[config.mk]
export PLATFORM = sky130hd
export DESIGN_NAME = qpsk_qif_mod
export DESIGN_NICKNAME = d
export VERILOG_FILES = /design/src/rtl/qif_pkg.sv /design/src/rtl/qif_lfsr.sv /design/src/rtl/qif_phase.sv /design/src/rtl/qif_mapper.sv /design/src/rtl/qpsk_qif_mod.sv
export SDC_FILE = /design/constraint.sdc
export NUM_CORES = 1
export LEC_CHECK = 0
export CORE_ASPECT_RATIO = 1.4
export CORE_UTILIZATION = 32
export CTS_CLUSTER_DIAMETER = 150
export CTS_CLUSTER_SIZE = 12
export DETAILED_ROUTE_END_ITERATION = 12
export PLACE_DENSITY = 0.57
export SLEW_MARGIN = 20
export SYNTH_ARGS = -nofsm -noshare
export SYNTH_HDL_FRONTEND = slang
export SYNTH_SLANG_ARGS = --single-unit
[constraint.sdc]
create_clock -name clk_i -period 1.67 [get_ports clk_i]
set_input_delay 0.501 -clock clk_i [delete_from_list [all_inputs] [get_ports clk_i]]
set_output_delay 0.501 -clock clk_i [all_outputs]
set_load 0.01 [all_outputs]
[src/rtl/qif_pkg.sv]
package qif_pkg;
  localparam int unsigned LFSR_W = 15;

  typedef enum logic [1:0] {
    PH_I  = 2'd0,
    PH_Q  = 2'd1,
    PH_NI = 2'd2,
    PH_NQ = 2'd3
  } qif_phase_e;

  typedef struct packed {
    logic i_bit;
    logic q_bit;
  } qif_sym_t;
endpackage

[src/rtl/qif_lfsr.sv]
module qif_lfsr
  import qif_pkg::*;
#(
  parameter int unsigned W = LFSR_W,
  parameter logic [W-1:0] SEED = 1
) (
  input  logic         clk_i,
  input  logic         rst_ni,
  input  logic         step_i,
  input  logic         load_i,
  input  logic [W-1:0] seed_i,
  output qif_sym_t     pair_o
);
  localparam int unsigned TAP_HI = W - 1;
  localparam int unsigned TAP_LO = W - 2;
  localparam logic [W-1:0] RST_VAL = (SEED == '0) ? W'(1) : SEED;

  logic [W-1:0] state_q, step1, step2;

  always_comb begin
    step1 = {state_q[W-2:0], state_q[TAP_HI] ^ state_q[TAP_LO]};
    step2 = {step1[W-2:0], step1[TAP_HI] ^ step1[TAP_LO]};
  end

  assign pair_o = '{i_bit: state_q[TAP_HI], q_bit: state_q[TAP_LO]};

  always_ff @(posedge clk_i or negedge rst_ni) begin
    if (!rst_ni)     state_q <= RST_VAL;
    else if (load_i) state_q <= (seed_i == '0) ? W'(1) : seed_i;
    else if (step_i) state_q <= step2;
  end

  assert_lfsr_nonzero_R2: assert property (@(posedge clk_i) disable iff (!rst_ni)
    state_q != '0);
  assert_zero_seed_forced_R8: assert property (@(posedge clk_i) disable iff (!rst_ni)
    (load_i && seed_i == '0) |=> state_q == W'(1));
  assert_hold_when_idle_R7: assert property (@(posedge clk_i) disable iff (!rst_ni)
    (!load_i && !step_i) |=> $stable(state_q));
endmodule

[src/rtl/qif_phase.sv]
module qif_phase
  import qif_pkg::*;
(
  input  logic       clk_i,
  input  logic       rst_ni,
  input  logic       adv_i,
  input  logic       clr_i,
  output qif_phase_e phase_o
);
  qif_phase_e ph_q;
  assign phase_o = ph_q;

  always_ff @(posedge clk_i or negedge rst_ni) begin
    if (!rst_ni)     ph_q <= PH_I;
    else if (clr_i)  ph_q <= PH_I;
    else if (adv_i)  ph_q <= qif_phase_e'(ph_q + 2'd1);
  end

  assert_phase_hold_R7: assert property (@(posedge clk_i) disable iff (!rst_ni)
    (!adv_i && !clr_i) |=> $stable(ph_q));
  assert_phase_clear_R8: assert property (@(posedge clk_i) disable iff (!rst_ni)
    clr_i |=> ph_q == PH_I);
endmodule

[src/rtl/qif_mapper.sv]
module qif_mapper
  import qif_pkg::*;
#(
  parameter int unsigned DW      = 12,
  parameter int unsigned AMP     = 1000,
  parameter bit          SWAP_IQ = 1'b0
) (
  input  qif_sym_t               sym_i,
  input  qif_phase_e             phase_i,
  output logic signed [DW-1:0]   sample_o
);
  localparam logic signed [DW-1:0] POS = DW'(AMP);
  localparam logic signed [DW-1:0] NEG = -POS;

  logic signed [DW-1:0] a_val, b_val;
  logic signed [DW-1:0] i_val, q_val;

  assign i_val = sym_i.i_bit ? NEG : POS;
  assign q_val = sym_i.q_bit ? NEG : POS;

  generate
    if (SWAP_IQ) begin : g_swap
      assign a_val = q_val;
      assign b_val = i_val;
    end else begin : g_direct
      assign a_val = i_val;
      assign b_val = q_val;
    end
  endgenerate

  always_comb begin
    unique case (phase_i)
      PH_I:    sample_o = a_val;
      PH_Q:    sample_o = b_val;
      PH_NI:   sample_o = -a_val;
      default: sample_o = -b_val;
    endcase
  end
endmodule

[src/rtl/qpsk_qif_mod.sv]
module qpsk_qif_mod
  import qif_pkg::*;
#(
  parameter int unsigned        DW      = 12,
  parameter int unsigned        AMP     = 1000,
  parameter bit                 SWAP_IQ = 1'b0,
  parameter logic [LFSR_W-1:0]  SEED    = 15'h2A5B
) (
  input  logic                 clk_i,
  input  logic                 rst_ni,
  input  logic                 en_i,
  input  logic                 seed_load_i,
  input  logic [LFSR_W-1:0]    seed_i,
  output logic signed [DW-1:0] sample_o,
  output logic                 sym_strobe_o,
  output logic [1:0]           sym_bits_o
);
  localparam logic signed [DW-1:0] POS = DW'(AMP);

  qif_phase_e phase;
  qif_sym_t   lfsr_pair, sym_q, cur_sym;
  logic       adv, sym_start;
  logic signed [DW-1:0] sample_d;

  assign adv       = en_i && !seed_load_i;
  assign sym_start = adv && (phase == PH_I);
  assign cur_sym   = sym_start ? lfsr_pair : sym_q;

  qif_lfsr #(.W(LFSR_W), .SEED(SEED)) u_lfsr (
    .clk_i  (clk_i),
    .rst_ni (rst_ni),
    .step_i (sym_start),
    .load_i (seed_load_i),
    .seed_i (seed_i),
    .pair_o (lfsr_pair)
  );

  qif_phase u_phase (
    .clk_i   (clk_i),
    .rst_ni  (rst_ni),
    .adv_i   (adv),
    .clr_i   (seed_load_i),
    .phase_o (phase)
  );

  qif_mapper #(.DW(DW), .AMP(AMP), .SWAP_IQ(SWAP_IQ)) u_map (
    .sym_i    (cur_sym),
    .phase_i  (phase),
    .sample_o (sample_d)
  );

  always_ff @(posedge clk_i or negedge rst_ni) begin
    if (!rst_ni) begin
      sym_q        <= '0;
      sample_o     <= '0;
      sym_strobe_o <= 1'b0;
      sym_bits_o   <= '0;
    end else if (adv) begin
      sample_o     <= sample_d;
      sym_strobe_o <= sym_start;
      if (sym_start) begin
        sym_q      <= lfsr_pair;
        sym_bits_o <= lfsr_pair;
      end
    end else begin
      sample_o     <= '0;
      sym_strobe_o <= 1'b0;
    end
  end

  assert_sample_range_R4: assert property (@(posedge clk_i) disable iff (!rst_ni)
    (sample_o == POS) || (sample_o == -POS) || (sample_o == '0));
  assert_idle_zero_R7: assert property (@(posedge clk_i) disable iff (!rst_ni)
    (!en_i || seed_load_i) |=> (sample_o == '0) && !sym_strobe_o);
  assert_negated_half_R5: assert property (@(posedge clk_i) disable iff (!rst_ni)
    (sym_strobe_o && adv) ##1 adv |=> sample_o == -$past(sample_o, 2));
  assert_symbol_period_R6: assert property (@(posedge clk_i) disable iff (!rst_ni)
    (sym_strobe_o && adv) ##1 adv ##1 adv ##1 adv |=> sym_strobe_o);
  assert_strobe_single_R6: assert property (@(posedge clk_i) disable iff (!rst_ni)
    sym_strobe_o |=> !sym_strobe_o);
  assert_strobe_sign_R3: assert property (@(posedge clk_i) disable iff (!rst_ni)
    (sym_strobe_o && !SWAP_IQ) |-> (sample_o[DW-1] == sym_bits_o[1]));
endmodule

* Yosys cells after proc, flatten, opt, wreduce, memory -nomap -nowiden *
Cells that the tools add are included.
W data, S select, Z words.

word-level totals
  bits in registers = 34
  input bits = 19
  output and inout bits = 15
  word-level logic and storage cells = 33

operators by class
  add/sub/neg operators = 3
  eq/ne operators = 2
  mux-type cells = 11
  bitwise operators = 2
  reductions and logical operators = 8

operators with widths
  operator               count
  $mux W15               3
  $mux W12               3
  $pmux W12 S3           1
  $neg A12 Y12           2
  $logic_not A15 Y1      1
  $mux W2                3
  $reduce_bool A2 Y1     2
  $add A2 B1 Y2 const B  1
  $eq A2 B1 Y1 const B   1
  $eq A2 B2 Y1 const B   1
  $logic_and A1 B1 Y1    2
  $logic_not A2 Y1       1
  $reduce_and A2 Y1      1
  $xor A1 B1 Y1          2
  $logic_not A1 Y1       1
  $mux W1                1

* Longest topological paths before layout *
Gate-level depths: netlist (run 1).

  word-level depth = 8
  mapped depth = 7
  mapped depth without buffers = 6

* Cells and area by module *
From an unflattened synthesis (run 1), not the netlist that was laid out.

second synthesis, totals
  cells, all modules = 138
  area, all modules = 1632.8 µm²

by module, submodules not included
  module        times used  cells each  area an instance (µm²)
  qif_lfsr      1           75          800.8
  qpsk_qif_mod  1           41          629.4
  qif_mapper    1           15          113.9
  qif_phase     1           7           88.8

* Worst setup path before layout (run 1) *
OpenSTA, ideal clock, no wires.

  path type = register -> register
  from = register u_phase.ph_q[0] (netlist: u_phase.phase_o[0])
  to = register sample_o[10]
  setup time = 0.125 ns
  arrival = 1.522 ns
  required time = 1.545 ns
  path slack = 0.024 ns
  cell stages (with the launch flop) = 7
  clock period less this slack = 1.646 ns
  path through = dfrtp_1 inv_1 ha_1 mux2i_1 mux2_1 a41oi_1 a21oi_1

on the way
  word-level cells in the longest chain between the ends = 7
  elaborated cells between the ends (all ways) = 11

ends and longest elaborated chain
  item                             RTL line                              RTL
  from (decl)                      qif_phase.sv:10                       qif_phase_e ph_q;
  from (signal assigned)           qif_phase.sv:16                       else if (adv_i) ph_q <= qif_phase_e'(ph_q + 2'd1);
  $logic_not A2 Y1                 qif_mapper.sv:32, qpsk_qif_mod.sv:26
  $logic_and A1 B1 Y1              qpsk_qif_mod.sv:26                    assign sym_start = adv && (phase == PH_I);
  $mux W2                          --
  $mux W12 (on tied branches)      qif_mapper.sv:19, qif_mapper.sv:18
  $neg A12 Y12 (on tied branches)  qif_mapper.sv:36, qif_mapper.sv:35
  $pmux W12 S3 *                   qif_mapper.sv:32                      unique case (phase_i)
  $mux W12 *                       qpsk_qif_mod.sv:58                    end else if (adv) begin
  to (signal assigned)             qpsk_qif_mod.sv:59                    sample_o <= sample_d;
  to (decl)                        qpsk_qif_mod.sv:14                    output logic signed [DW-1:0] sample_o,

Mark *: on every way between the ends. The rest lies on a longest branch, timed or not.
A chain may end at the register's enable or synchronous reset.

* Worst setup path in the final report (run 1) *
  from = input port seed_load_i
  to = register sample_o[10]

on the way
  word-level cells in the longest chain between the ends = 8
  elaborated cells between the ends (all ways) = 10

ends and longest elaborated chain
  item                             RTL line                            RTL
  from (decl)                      qpsk_qif_mod.sv:12                  input logic seed_load_i,
  $logic_not A1 Y1 *               qpsk_qif_mod.sv:25                  assign adv = en_i && !seed_load_i;
  $logic_and A1 B1 Y1 *            qpsk_qif_mod.sv:25
  $logic_and A1 B1 Y1              qpsk_qif_mod.sv:26
  $mux W2                          --
  $mux W12 (on tied branches)      qif_mapper.sv:19, qif_mapper.sv:18
  $neg A12 Y12 (on tied branches)  qif_mapper.sv:36, qif_mapper.sv:35
  $pmux W12 S3                     qif_mapper.sv:32
  $mux W12 *                       qpsk_qif_mod.sv:58

Marked as above.

==> impl_metrics.env, run 1 <==
export IMPL_stdcell_area_um2=1760
export IMPL_fin_crit_ps=1640
export IMPL_cts_tree="yes"
export IMPL_htree_levels=1
export IMPL_regToRegSetupSlack_ps=50
export IMPL_max_stage_delay_ps=470
export IMPL_drt_antenna_violating_nets=0
export IMPL_peakVddDrop_v=0.000523
export IMPL_setup_violations=0
export IMPL_grt_pass1_vias=1136
export IMPL_via_per_inst=5.13
export IMPL_insertion_delay_ps=260
export IMPL_drt_initial_drc_count=37
export IMPL_path_class="input pin to register"
export IMPL_reg2reg_from="u_phase.phase_o[0]"
export IMPL_pwr_share_comb_pct=28.3
export IMPL_internal_power_uw=1120
export IMPL_r2r_end="sample_o[10]"
export IMPL_cp_required_ps=1820
export IMPL_drive_gt1_share_pct=23.4
export IMPL_clock_skew_ps=2.49
export IMPL_yosysSeqAreaShare_pct=50.0
export IMPL_ff2ff_path_depth=6
export IMPL_hold_class="register to register"
export IMPL_ys_warn_count=0
export IMPL_synth_area_um2=1270
export IMPL_grt_max_degree=26
export IMPL_fin_crit_sh_pct=98.2
export IMPL_p_leak_uw=0.000834
export IMPL_cp_end_kind="register"
export IMPL_place_inst=208
export IMPL_nets=196
export IMPL_clockPowerShare_pct=22.5
export IMPL_cts_root_buf="clkbuf_8"
export IMPL_fmax_ghz=0.610
export IMPL_die_width_um=55.3
export IMPL_die_h_um=76.6
export IMPL_drv_cap=0
export IMPL_routedWlPerCell_um=14.1
export IMPL_dieArea_um2=4240
export IMPL_grt_pass1_wl_mm=5.10
export IMPL_synth_avg_cell_area_um2=9.86
export IMPL_crit_top_cell="nand3b_1"
export IMPL_power_switching_uw=449
export IMPL_instances_no_fill=213
export IMPL_crit_chain="clkdlybuf4s50_1 > nand3b_1 > buf_6 > a21boi_1 > nand3b_1 > a21oi_1"
export IMPL_async_flop_share_pct=100
export IMPL_p_sw_share_pct=28.6
export IMPL_worstSetupEndpoint="sample_o[10]"
export IMPL_start_kind="input pin"
export IMPL_cts_buffers=3
export IMPL_totalWireLength_mm=3.01
export IMPL_place_port_buffers=30
export IMPL_pin_count=34
export IMPL_worstPathMaxFanout=12
export IMPL_synth_cells=129
export IMPL_pwr_share_seq_pct=49.2
export IMPL_grt_use_total_pct=14.9
export IMPL_postCtsHoldBufs=0
export IMPL_status="finished, final reports clean"
export IMPL_overflow=0
export IMPL_cellPowerDensity_nw_per_um2=891
export IMPL_hold_viol_final=0
export IMPL_gp_congestion=0.748
export IMPL_std_cell_rows=26
export IMPL_place_area_um2=1680
export IMPL_clk_pin_slew_ps=90
export IMPL_drtPass1Iterations=4
export IMPL_dp_hpwl_mm=2.27
export IMPL_synth_lib_cells_used_distinct=26
export IMPL_antenna_cells=0
export IMPL_cp_data_arrival_time_ps=1790
export IMPL_synth_edff_count=0
export IMPL_clockBufferDepth=2
export IMPL_antenna_found_initial=0
export IMPL_core_um2=3740
export IMPL_synth_top_flop_cell="dfrtp_1"
export IMPL_clock_sinks=25
export IMPL_drc=0
export IMPL_area_delta_synth_final_pct=38.6
export IMPL_synth_seq_cells=25
export IMPL_slew_viol_final=0
export IMPL_cp_startpoint="seed_load_i"
export IMPL_cpMaxStageDelayCell="clkdlybuf4s50_1"
export IMPL_vias=1093
export IMPL_initial_core_util_pct=34.0
## layout by cell type (no fill, tap or decap)
cell type,Yosys,final
inv_2,3,5
nand2_1,8,8
conb_1,1,3
buf_6,1,1
buf_4,10,19
clkbuf_1,1,1
a21boi_1,1,1
nor2b_1,1,1
clkbuf_8,0,3
dfrtp_1,17,17
mux2i_1,4,3
nand4b_1,1,1
a21oi_1,3,3
inv_1,4,2
ha_1,5,4
dfstp_2,8,8
dlygate4sd2_1,0,9
mux2i_4,0,1
o22ai_2,0,1
nand3b_1,3,3
nor4_1,3,3
o21ai_1,2,2
clkdlybuf4s50_1,0,19
ha_4,0,1
dlymetal6s2s_1,0,2
xor2_1,1,1
a41oi_2,0,1
nor2_1,28,28
o22ai_1,12,11
a41oi_1,3,2
mux2_1,4,4
a211oi_1,1,1
xnor2_1,2,2
## critical path, delay by kind of cell
kind | cells | cell delay [ps]
simple gates | 2 | 360
compound gates | 2 | 300
buf+inv | 2 | 630
## Yosys cell counts, types with 4 or more instances
| master | instances | area share [%] |
|---|---|---|
| o22ai_1 | 12 | 5.9 |
| dfstp_2 | 8 | 17 |
| inv_1 | 4 | 1.2 |
| mux2i_1 | 4 | 3.1 |
| mux2_1 | 4 | 3.5 |
| dfrtp_1 | 17 | 33 |
| nor2_1 | 28 | 8.3 |
| nand2_1 | 8 | 2.4 |
| buf_4 | 10 | 5.9 |
| ha_1 | 5 | 4.9 |
## logic make-up after synthesis
kind of cell / synth area share, %
xor+xnor: 2.07
other cells: 0.295
fa+ha+maj: 4.92
buf+inv: 9.93
simple gates: 15.0
mux: 6.69
compound gates: 11.1
flops: 50.0
## per-layer routing
metal	track usage, %	vias to the layer above	part of all wire [%]
li1	-	510	-
met1	16.6	530	39
met2	28.7	51	55
met3	2.55	2	6.1
met4	3.75	0	0.47
met5	0	-	0
## final cells by class
type | count | area (um2)
well taps | 42 | 52.6
multi-input cells | 85 | 557
clock buffers | 4 | 45.0
fillers | 374 | 1980
inverters | 7 | 26.3
flip-flops and latches | 25 | 636
repair buffers | 50 | 448
## repair_timing
action	4_1_cts	5_1_grt
setup buffers	1	0
setup endpoints to repair	11	8
endpoints found under the hold margin	0	0
resized for setup	11	9
## registers in the layout, indices dropped and copies added, names as in the netlist
signal	flops
sym_bits_o	2
sym_strobe_o	1
sample_o	3
sym_q	2
u_phase.phase_o	2
u_lfsr.state_q	15
## power groups by stage
stage,logic (uW),registers (uW),clock network [uW]
after global placement,426,780,0
final,445,774,354
after global routing,484,788,393
after detailed placement,435,783,0
after CTS,426,772,369
after floorplan,223,778,0
## through the flow
| step | setup TNS [ps] | power [uW] | util, % | worst slack [ps] | hold WS (ps) |
|---|---|---|---|---|---|
| floorplan | 0 | 1000 | - | 23.6 | 205 |
| global placement | -2460 | 1210 | 44.8 | -196 | 469 |
| detailed placement | -3350 | 1220 | 44.8 | -258 | 469 |
| CTS | 0 | 1570 | 46.1 | 10.4 | 491 |
| global route | -15.0 | 1670 | 47.2 | -15.0 | 520 |
| finish | 0 | 1570 | 47.2 | 29.8 | 477 |
## worst min-delay path by stage
stage,start,end,slack (ps),cells after the start
6_report,sym_bits_o[1],sym_bits_o[1],480,2
3_3_place_gp,sym_bits_o[1],sym_bits_o[1],470,2
3_5_place_dp,sym_bits_o[1],sym_bits_o[1],470,2
4_1_cts,sym_bits_o[1],sym_bits_o[1],490,2
2_1_floorplan,rst_ni,sample_o[10],210,0
5_1_grt,sym_bits_o[1],sym_bits_o[1],520,2
Note: power is estimated with default switching activity, not from simulation.
==> run 2, diff against run 1 <==
--- a/constraint.sdc
+++ b/constraint.sdc
@@ -3,2 +3,2 @@
 set_output_delay 0.501 -clock clk_i [all_outputs]
-set_load 0.01 [all_outputs]
+set_load 0.1 [all_outputs]
==> run 2 against run 1 <==
Against the previous run:
- the run now ends with negative setup slack left
- sequential power grew 4.1%
- non-clock buffer count grew 4
- clock-buffer cell count is 1 lower
- critical path type is now register to register
- first-iteration DRC count shrank 86%
- sequential share of layout area down 4.1 points
- cell count increased by 1.9%
- critical endpoint unchanged
- die area unchanged
- wire length rose by 7.5%
==> impl_metrics.env, run 2 (synthesized netlist as in run 1, its figures left out) <==
export IMPL_status="finished, violations left"
export IMPL_failed_checks="negative setup slack"
export IMPL_start_kind="register"
export IMPL_stdcell_area_um2=2000
export IMPL_htree_levels=1
export IMPL_clk_pin_slew_ps=90
export IMPL_std_cell_rows=26
export IMPL_vias=1080
export IMPL_worstPathMaxFanout=3
export IMPL_fin_crit_ps=1680
export IMPL_drt_initial_drc_count=5
export IMPL_final_common_cell="nor2_1"
export IMPL_initial_core_util_pct=34.0
export IMPL_place_area_um2=1820
export IMPL_postCtsHoldBufs=0
export IMPL_cts_tree="yes"
export IMPL_drc=0
export IMPL_drv_cap=0
export IMPL_pwr_share_comb_pct=43.0
export IMPL_grt_pass1_wl_mm=5.08
export IMPL_cp_top_family="multiplexers"
export IMPL_peakVddDrop_v=0.000735
export IMPL_pwr_share_seq_pct=39.4
export IMPL_place_port_buffers=30
export IMPL_layout_common_cells="26 x nor2_1, 18 x buf_4, 17 x clkdlybuf4s50_1"
export IMPL_cellPowerDensity_nw_per_um2=1020
export IMPL_setup_violations=1
export IMPL_slew_viol_final=0
export IMPL_hold_viol_final=0
export IMPL_largest_register="u_lfsr.state_q"
export IMPL_totalWireLength_mm=3.23
export IMPL_pin_count=34
export IMPL_grt_use_total_pct=15.2
export IMPL_internal_power_uw=1250
export IMPL_cp_data_arrival_time_ps=1830
export IMPL_cp_end_kind="register"
export IMPL_cpMaxStageDelayCell="dfrtp_1"
export IMPL_largestRegisters="u_lfsr.state_q x15, sample_o x3"
export IMPL_clock_sinks=25
export IMPL_crit_buf_inv=1
export IMPL_dp_slack_ps=-214
export IMPL_rsz0062_at_grt="yes"
export IMPL_area_delta_synth_final_pct=56.9
export IMPL_nets=200
export IMPL_max_stage_delay_ps=400
export IMPL_dieArea_um2=4240
export IMPL_clock_skew_ps=0.798
export IMPL_largest_reg_flops=15
export IMPL_drive_gt1_share_pct=38.3
export IMPL_core_um2=3740
export IMPL_overflow=0
export IMPL_antenna_found_initial=0
export IMPL_cp_depth=6
export IMPL_crit_chain="inv_2 > ha_4 > mux2i_4 > mux2_4 > a41oi_2 > a21oi_1"
export IMPL_grt_max_degree=26
export IMPL_path_class="register to register"
export IMPL_cts_buffers=3
export IMPL_gp_congestion=0.800
export IMPL_insertion_delay_ps=270
export IMPL_via_per_inst=4.98
export IMPL_die_width_um=55.3
export IMPL_grt_pass1_vias=1140
export IMPL_drt_antenna_violating_nets=0
export IMPL_hold_class="register to register"
export IMPL_p_sw_share_pct=38.6
export IMPL_cts_root_buf="clkbuf_8"
export IMPL_ff2ff_path_depth=6
export IMPL_dp_hpwl_mm=2.35
export IMPL_p_leak_uw=0.000884
export IMPL_fin_crit_sh_pct=100
export IMPL_die_h_um=76.6
export IMPL_fmax_ghz=0.597
export IMPL_min_delay_path_depth=2
export IMPL_routedWlPerCell_um=14.9
export IMPL_power_switching_uw=790
export IMPL_clockPowerShare_pct=17.6
export IMPL_fin_ws_ps=-5.52
export IMPL_antenna_cells=0
export IMPL_cp_required_ps=1830
export IMPL_clockBufferDepth=2
export IMPL_drtPass1Iterations=2
==> run 2: changes by cell type in the layout (fill, tap and decap cells not counted), sizes merged <==
cell           delta
buf              +16
clkbuf            -1
clkdlybuf4s50     -2
clkinv            +1
dlygate4sd2       -9
dlymetal6s2s      -1
==> run 2: power by group through the flow <==
stage	registers [uW]	clock network [uW]	logic, uW
after detailed placement	806	0	805
after floorplan	929	0	356
final	806	359	879
after global routing	817	401	922
after global placement	803	0	796
after CTS	802	371	829
==> run 2: layout make-up <==
class	count	area, um2
timing repair buffer	54	634
multi-input combinational	85	599
fill	354	1740
clock inverter	1	5.00
sequential	25	638
inverter	7	26.3
tap	42	52.6
clock buffer	3	41.3
==> run 2: final timing paths <==
kind / from / end / slack (ps)
hold reg to reg: u_lfsr.state_q[6] / u_lfsr.state_q[6] / 510
setup / recovery: u_phase.phase_o[1] / sample_o[10] / -6
min in group asynchronous: rst_ni / u_phase.phase_o[0] / 580
setup reg to reg: u_phase.phase_o[1] / sample_o[10] / -6
max in group asynchronous: rst_ni / u_lfsr.state_q[3] / 860
hold / removal: u_lfsr.state_q[6] / u_lfsr.state_q[6] / 510
==> run 2: through the flow <==
step / total power, uW / TNS, ps / hold slack [ps] / cells / utilization, %
5_1_grt: 2140 / -76.8 / 532 / 217 / 53.4
3_5_place_dp: 1610 / -2940 / 485 / 209 / 48.6
6_report: 2040 / -5.52 / 506 / 217 / 53.4
3_3_place_gp: 1600 / -2570 / 486 / 209 / 48.6
2_1_floorplan: 1280 / 0 / 205 / 131 / -
4_1_cts: 2000 / 0 / 507 / 213 / 50.6
==> run 2: repair_timing <==
| action | 4_1_cts | 5_1_grt |
|---|---|---|
| gates resized for setup | 6 | 18 |
| endpoints found under the setup margin | 2 | 18 |
| setup buffers | 0 | 4 |
| pin swaps | 0 | 2 |
==> run 2: tightest hold or removal path: cells and delay by family (launching register included) <==
family	cells	cell delay (ps)
simple gates	2	130
flops	1	380
==> run 2: per-layer routing <==
layer | global-route usage, % | up-vias | routed length (um)
met5 | 0 | - | 0
met3 | 1.87 | 8 | 123
met4 | 5.25 | 0 | 107
li1 | - | 518 | -
met2 | 30.5 | 37 | 1790
met1 | 15.4 | 517 | 1210
